### src/rtl/ms_pkg.sv
package ms_pkg;
  localparam int STAT_W  = 8;
  localparam int LINES_W = 2;
  localparam int B_PAR   = 0;
  localparam int B_FRM   = 1;
  localparam int B_OVR   = 2;
  localparam int B_RXF   = 3;
  localparam int B_TXE   = 4;
  localparam int B_DCD   = 5;
  localparam int B_DSR   = 6;
  localparam int B_IRQ   = 7;
  localparam int L_DCD   = 0;
  localparam int L_DSR   = 1;
endpackage

### src/rtl/ms_sync.sv
module ms_sync #(
  parameter int             W       = 1,
  parameter int             STAGES  = 2,
  parameter logic [W-1:0]   RST_VAL = '0
) (
  input  logic         clk,
  input  logic         rst_n,
  input  logic [W-1:0] d,
  output logic [W-1:0] q
);
  logic [W-1:0] chain [STAGES];

  for (genvar i = 0; i < STAGES; i++) begin : g_stage
    if (i == 0) begin : g_first
      always_ff @(posedge clk or negedge rst_n) begin
        if (!rst_n) chain[i] <= RST_VAL;
        else        chain[i] <= d;
      end
    end else begin : g_next
      always_ff @(posedge clk or negedge rst_n) begin
        if (!rst_n) chain[i] <= RST_VAL;
        else        chain[i] <= chain[i-1];
      end
    end
  end

  assign q = chain[STAGES-1];
endmodule

### src/rtl/ms_modem_latch.sv
module ms_modem_latch #(
  parameter int W = ms_pkg::LINES_W
) (
  input  logic         clk,
  input  logic         rst_n,
  input  logic         en,
  input  logic         rd,
  input  logic [W-1:0] lines_s,
  output logic [W-1:0] lines_q,
  output logic         frozen_q,
  output logic         modem_evt
);
  logic [W-1:0] lines_d;
  logic         frozen_d;
  logic         changed;
  logic         looking;
  logic         load;

  always_comb begin
    changed   = (lines_s != lines_q);
    looking   = !frozen_q || rd;
    load      = looking && changed;
    lines_d   = lines_q;
    frozen_d  = frozen_q;
    modem_evt = 1'b0;
    if (rd) frozen_d = 1'b0;
    if (load) begin
      lines_d = lines_s;
      if (en) begin
        modem_evt = 1'b1;
        frozen_d  = 1'b1;
      end
    end
  end

  always_ff @(posedge clk or negedge rst_n) begin
    if (!rst_n)    lines_q <= '1;
    else if (load) lines_q <= lines_d;
  end

  always_ff @(posedge clk or negedge rst_n) begin
    if (!rst_n) frozen_q <= 1'b0;
    else        frozen_q <= frozen_d;
  end
endmodule

### src/rtl/ms_irq_flag.sv
module ms_irq_flag (
  input  logic clk,
  input  logic rst_n,
  input  logic set_evt,
  input  logic rd,
  output logic irq_q
);
  logic irq_d;
  logic upd;

  always_comb begin
    upd   = set_evt || rd;
    irq_d = set_evt ? 1'b1 : 1'b0;
  end

  always_ff @(posedge clk or negedge rst_n) begin
    if (!rst_n)   irq_q <= 1'b0;
    else if (upd) irq_q <= irq_d;
  end
endmodule

### src/rtl/modem_status_irq.sv
module modem_status_irq #(
  parameter int SYNC_STAGES = 2,
  parameter int RST_STAGES  = 2
) (
  input  logic       clk,
  input  logic       rst_n,
  input  logic       irq_en,
  input  logic       dcd_n_i,
  input  logic       dsr_n_i,
  input  logic       stat_rd,
  input  logic       rx_full,
  input  logic       tx_empty,
  input  logic       rx_evt,
  input  logic       tx_evt,
  input  logic       err_par,
  input  logic       err_frm,
  input  logic       err_ovr,
  output logic [7:0] status,
  output logic       irq_n
);
  import ms_pkg::*;

  logic               rst_n_q;
  logic [LINES_W-1:0] lines_raw;
  logic [LINES_W-1:0] lines_s;
  logic [LINES_W-1:0] lines_q;
  logic               frozen_q;
  logic               modem_evt;
  logic               set_evt;
  logic               irq_q;

  ms_sync #(.W(1), .STAGES(RST_STAGES), .RST_VAL(1'b0)) u_rst_sync (
    .clk(clk), .rst_n(rst_n), .d(1'b1), .q(rst_n_q)
  );

  always_comb begin
    lines_raw        = '0;
    lines_raw[L_DCD] = dcd_n_i;
    lines_raw[L_DSR] = dsr_n_i;
  end

  ms_sync #(.W(LINES_W), .STAGES(SYNC_STAGES), .RST_VAL({LINES_W{1'b1}})) u_line_sync (
    .clk(clk), .rst_n(rst_n_q), .d(lines_raw), .q(lines_s)
  );

  ms_modem_latch #(.W(LINES_W)) u_latch (
    .clk(clk), .rst_n(rst_n_q), .en(irq_en), .rd(stat_rd),
    .lines_s(lines_s), .lines_q(lines_q), .frozen_q(frozen_q), .modem_evt(modem_evt)
  );

  always_comb set_evt = modem_evt || (irq_en && (rx_evt || tx_evt));

  ms_irq_flag u_irq (
    .clk(clk), .rst_n(rst_n_q), .set_evt(set_evt), .rd(stat_rd), .irq_q(irq_q)
  );

  always_comb begin
    status        = '0;
    status[B_PAR] = err_par;
    status[B_FRM] = err_frm;
    status[B_OVR] = err_ovr;
    status[B_RXF] = rx_full;
    status[B_TXE] = tx_empty;
    status[B_DCD] = lines_q[L_DCD];
    status[B_DSR] = lines_q[L_DSR];
    status[B_IRQ] = irq_q;
    irq_n         = ~irq_q;
  end
endmodule

### config.mk
export PLATFORM = sky130hd
export DESIGN_NAME = modem_status_irq
export DESIGN_NICKNAME = d
export VERILOG_FILES = /design/src/rtl/ms_pkg.sv /design/src/rtl/ms_sync.sv /design/src/rtl/ms_modem_latch.sv /design/src/rtl/ms_irq_flag.sv /design/src/rtl/modem_status_irq.sv
export SDC_FILE = /design/constraint.sdc
export NUM_CORES = 1
export LEC_CHECK = 0
export ABC_AREA = 0
export BUFFER_PORTS_ARGS = -buffer_cell sky130_fd_sc_hd__buf_2
export CORE_AREA = 8 8 45 47
export DETAILED_ROUTE_END_ITERATION = 7
export DIE_AREA = 0 0 53 55
export SLEW_MARGIN = 5
export SYNTH_ARGS = -nofsm -noshare
export SYNTH_HDL_FRONTEND = slang
export SYNTH_SLANG_ARGS = --single-unit
### constraint.sdc
create_clock -name clk -period 0.9 [get_ports clk]
set_input_delay 0.27 -clock clk [delete_from_list [all_inputs] [get_ports clk]]
set_output_delay 0.27 -clock clk [all_outputs]
set_load 0.05 [all_outputs]
-- After elaboration in Yosys (flattened, before gate mapping)
Cells that the tools add are included.
- memory bits (writable): 0
- memories kept: 0
- logic and storage cells: 22
- flip-flop bits (word level): 10
- input port bits: 13
- bits in read-only memories: 0
- latch bits: 0
- equal/unequal tests: 1
- $lt $le $gt $ge: 0
- $add $sub $neg: 0
- multiplexer cells: 6
- multiply operators: 0
- shifts and indexed selects: 0
- reductions and logical operators: 7
- divide/modulo/power cells: 0
- bitwise logic cells: 1
- operator list (cell ; count):
    2-to-1 mux 1 bit ; 6
    logical OR 1 bit ; 4
    logical AND 1 bit ; 2
    != test 2 bit ; 1
    logical NOT 1 bit ; 1
    inverter 1 bit ; 1

-- Longest topological paths before layout
- depth in word-level cells: 6
- depth in mapped cells: 3
- depth with buffers taken out: 3

-- Cells and area by module
From an unflattened synthesis, not the netlist that was laid out.
- cell total of the unflattened synthesis: 32
- area, all modules: 424.2 um^2
- by module, submodules not included (module ; seq. area each (um^2) ; cells an instance ; area an instance (um^2) ; times used):
    ms_modem_latch ; 77.6 ; 11 ; 153.9 ; 1
    ms_sync (u_line_sync) ; 105.1 ; 6 ; 120.1 ; 1
    modem_status_irq ; 0.0 ; 10 ; 63.8 ; 1
    ms_sync (u_rst_sync) ; 50.0 ; 2 ; 50.0 ; 1
    ms_irq_flag ; 25.0 ; 3 ; 36.3 ; 1

-- Worst setup path before layout
OpenSTA, ideal clock, no wires.
- path kind: register to register
- start point: register u_latch.lines_q[1]
- end point: register u_latch.frozen_q
- data arrival time: 1076 ps
- setup slack: -294 ps
- path buffers: 0
- period minus slack after synthesis: 1194 ps
- cell stages (with the launch flop): 4
- library setup time: 118 ps
- path through: dfstp_2 > xnor2_1 > nand2_1 > a21o_1
- longest elaborated chain between the ends: 3
- ends and longest elaborated chain (what ; line ; source):
    start, declared ; ms_modem_latch.sv:9 ; output logic [W-1:0] lines_q,
    start signal, assigned ; ms_modem_latch.sv:38 ; else if (load) lines_q <= lines_d;
    != test 2 bit ; ms_modem_latch.sv:20 ; changed = (lines_s != lines_q);
    logical AND 1 bit ; ms_modem_latch.sv:22 ; load = looking && changed;
    2-to-1 mux 1 bit ; ms_modem_latch.sv:27 ; if (load) begin
    named net u_latch.frozen_d ; ms_modem_latch.sv:14 ; logic frozen_d;
    end signal, assigned ; ms_modem_latch.sv:43 ; else frozen_q <= frozen_d;
    end, declared ; ms_modem_latch.sv:10 ; output logic frozen_q,
The timed path passes the listed nets, and every way through them passes these cells.
A chain may end at the register's enable or synchronous reset.

-- Worst setup path in the final report
- start point: register u_latch.lines_q[1]
- end point: output port status[6]
- RTL lines (what ; line ; source):
    end, declared ; modem_status_irq.sv:18 ; output logic [7:0] status,
No word-level cell between the ends.

==> flow_summary_export.csv <==
group,metric,value,unit
setup_path,start_kind,"flip-flop",
route,drt_iter0_markers,4,
sta,setup_tns,-1.58,ns
logic_synthesis,ys_ff_latch,10,
final_layout,fill_cells,134,
logic_synthesis,synth_largest_area_cell,"dfstp_2",
route,via_per_inst,3.86,
final_layout,regArea,258,sq um
pwr,vdd_drop_max,0.000980,V
route,firstDrtPassIters,3,
logic_synthesis,ys_warn_count,0,
setup_path,cp_cell_sequence,"buf_8",
final_layout,post-route-util,0.384,
placed_design,io_buffers,11,
sta,timing.hold.ws,0.117,ns
clock_network,numCtsBuffers,3,
grt,gr-total-overflow,0,
grt,grt_pass1_wl,1140,um
outcome,status,"finished, violations left",
clock_network,htree_num_levels,1,
placed_design,dp.cells,50,
final_layout,multiInputGateArea,108,sq um
placed_design,dpl.hpwl,612,um
logic_synthesis,synthesis.area,407,sq um
clock_network,insertion_delay,0.26,ns
clock_network,clock-root-buffer,"clkbuf_4",
clock_network,clock-sinks,10,
pwr,leakagePower,0.000246,uW
floorplanning,fp.dieArea,2920,sq um
floorplanning,die_h,55,um
floorplanning,fp-row-count,14,
setup_path,crit_fanout,2,
final_layout,final_cells,57,
setup_path,required,0.63,ns
sta,final_max_slew_viol_count,0,
sta,setup_ws,-0.325,ns
route,wire_per_inst,13.5,um
setup_path,critPathMaxStageDelay,0.55,ns
outcome,failed_checks,"negative setup slack",
floorplanning,initial_core_util,0.294,
setup_path,crit_family,"flip-flops",
grt,antenna_found_initial,0,
clock_network,cts_tree,"built",
final_layout,syn2layout_area_growth,30.8,%
sta,finalHoldViolCount,0,
floorplanning,core,1380,sq um
setup_path,crit_arrival,0.96,ns
sta,timing.fmax,816,MHz
route,drc_errors,0,
sta,min_period,1.23,ns
sta,fin_worst_skew,0.0111,ns
final_layout,finalNetCount,55,
setup_path,critical_path_class,"flip-flop to output pin",
clock_network,clkTransAtPathRegs,0.06,ns
placed_design,gp_congestion,0.626,
grt,grt_util_all_layers,0.0557,
clock_network,cts_buffer_depth,2,
sta,rsz0062_at_grt,"yes",
hold_path,hp-class,"primary input to flip-flop",
route,ant_nets,0,
logic_synthesis,synth_seq_area_share,0.634,
logic_synthesis,syn_area_per_cell,14.0,sq um
floorplanning,die_w,53,um
logic_synthesis,syn_nets,42,
route,wl,768,um
grt,grt_max_degree,9,
job,cap_violations,0,
setup_path,path_buf_inv,1,
pwr,powerDensity,2080,nW/um^2
grt,grt_pass1_vias,261,
logic_synthesis,synth_area_leaders,"dfstp_2 39%, dfrtp_1 25%, buf_4 11%, mux2_4 7.4%, xnor2_1 4.3%",
route,num_vias,220,
floorplanning,ioPinCount,22,
final_layout,antenna_cells,0,
sta,setup_viol,7,
logic_synthesis,synthCells,29,
setup_path,crit_path_top_delay_cell,"dfstp_2",
logic_synthesis,ys_types,12,
setup_path,critPathCaptureType,"output pin",
final_layout,drive_above_1_share,0.659,
sta,period_share,1.36,
logic_synthesis,synth.top_cell.area_share,0.388,
registers in the layout, summed over array words and instances, names as in the netlist:
name / flops
u_line_sync.q: 2
u_irq.irq_q: 1
u_latch.frozen_q: 1
u_rst_sync.q: 1
u_rst_sync.chain: 1
u_line_sync.chain: 2
u_latch.lines_q: 2
layout by cell type (no fill, tap or decap):
cell type,instances
nor2b_4,1
nor2b_1,1
buf_8,2
nand2_1,1
dfstp_2,6
mux2_4,2
dlygate4sd3_1,1
buf_6,2
a21o_1,2
clkinvlp_4,1
conb_1,1
xnor2_2,1
buf_2,7
buf_4,2
o21ai_0,2
dfrtp_1,4
clkbuf_4,3
clkbuf_1,1
xnor2_1,1
through the flow:
stage	setup slack, ns	power, uW	cell area, sq um
after global routing	-0.357	1160	532
after detailed placement	-0.161	743	440
after CTS	-0.341	1130	532
after floorplan	-0.273	757	410
final	-0.325	1110	532
after global placement	-0.153	738	440
Yosys cell counts:
master   instances
dfstp_2          6
nor2b_1          1
nor2b_4          1
conb_1           1
mux2_4           2
o21ai_0          2
xnor2_1          2
inv_1            1
a21o_1           2
buf_4            6
nand2_1          1
dfrtp_1          4
layer usage:
metal / track usage / vias up / share of wire
met2: 0.0820 / 21 / 0.44
li1: - / 108 / -
met5: 0 / - / 0
met1: 0.0531 / 91 / 0.35
met4: 0.0129 / 0 / 0
met3: 0.0588 / 0 / 0.21
kinds of logic (layout without fill, tap and decap cells):
kind of cell / Yosys count / in the layout / share of synthesized area
DFF: 10 / 10 / 0.634
buffers and inverters: 7 / 19 / 0.120
AOI/OAI and AO/OA: 4 / 4 / 0.0615
and+or+nand+nor: 3 / 3 / 0.0585
xor gates and xnor gates: 2 / 2 / 0.0431
muxes: 2 / 2 / 0.0738
other: 1 / 1 / 0.00922
worst reg2reg max path, stage by stage (launching register included):
cell and delay [ns]:
dfstp_2 0.55, buf_4 0.12, xnor2_1 0.10, nand2_1 0.09, a21o_1 0.16
where the power goes:
part	internal (uW)	switching [uW]	leakage [uW]
clock network	170	133	0.0000150
registers	503	30.9	0.000108
logic	133	136	0.000123
final timing paths:
| path | startpoint | to | slack (ns) | cells past startpoint |
|---|---|---|---|---|
| min | dsr_n_i | u_line_sync.chain[3] | 0.12 | 1 |
| min reg2reg | u_rst_sync.q | u_irq.irq_q | 0.13 | 0 |
| max | u_latch.lines_q[1] | status[6] | -0.33 | 1 |
| min in group asynchronous | u_rst_sync.q | u_irq.irq_q | 0.13 | 0 |
| max in group asynchronous | u_rst_sync.q | u_latch.lines_q[0] | 0.47 | 0 |
| max reg2reg | u_latch.lines_q[1] | u_latch.frozen_q | -0.22 | 4 |
cell type report:
cell class,instances,share of cell area
Timing Repair Buffer,14,0.212
Sequential cell,10,0.485
Multi-Input combinational cell,12,0.202
Inverter,1,0.0141
Clock buffer,4,0.0494
Tap cell,16,0.0376
what timing repair did:
| item | in CTS | in global routing |
|---|---|---|
| pin swaps | 0 | 1 |
| endpoints found under the hold margin | 2 | 0 |
| resized for setup | 11 | 0 |
| hold buffers | 1 | 0 |
| buffers inserted | 2 | 0 |
| endpoints found under the setup margin | 8 | 8 |
(Power assumes the default switching activity.)
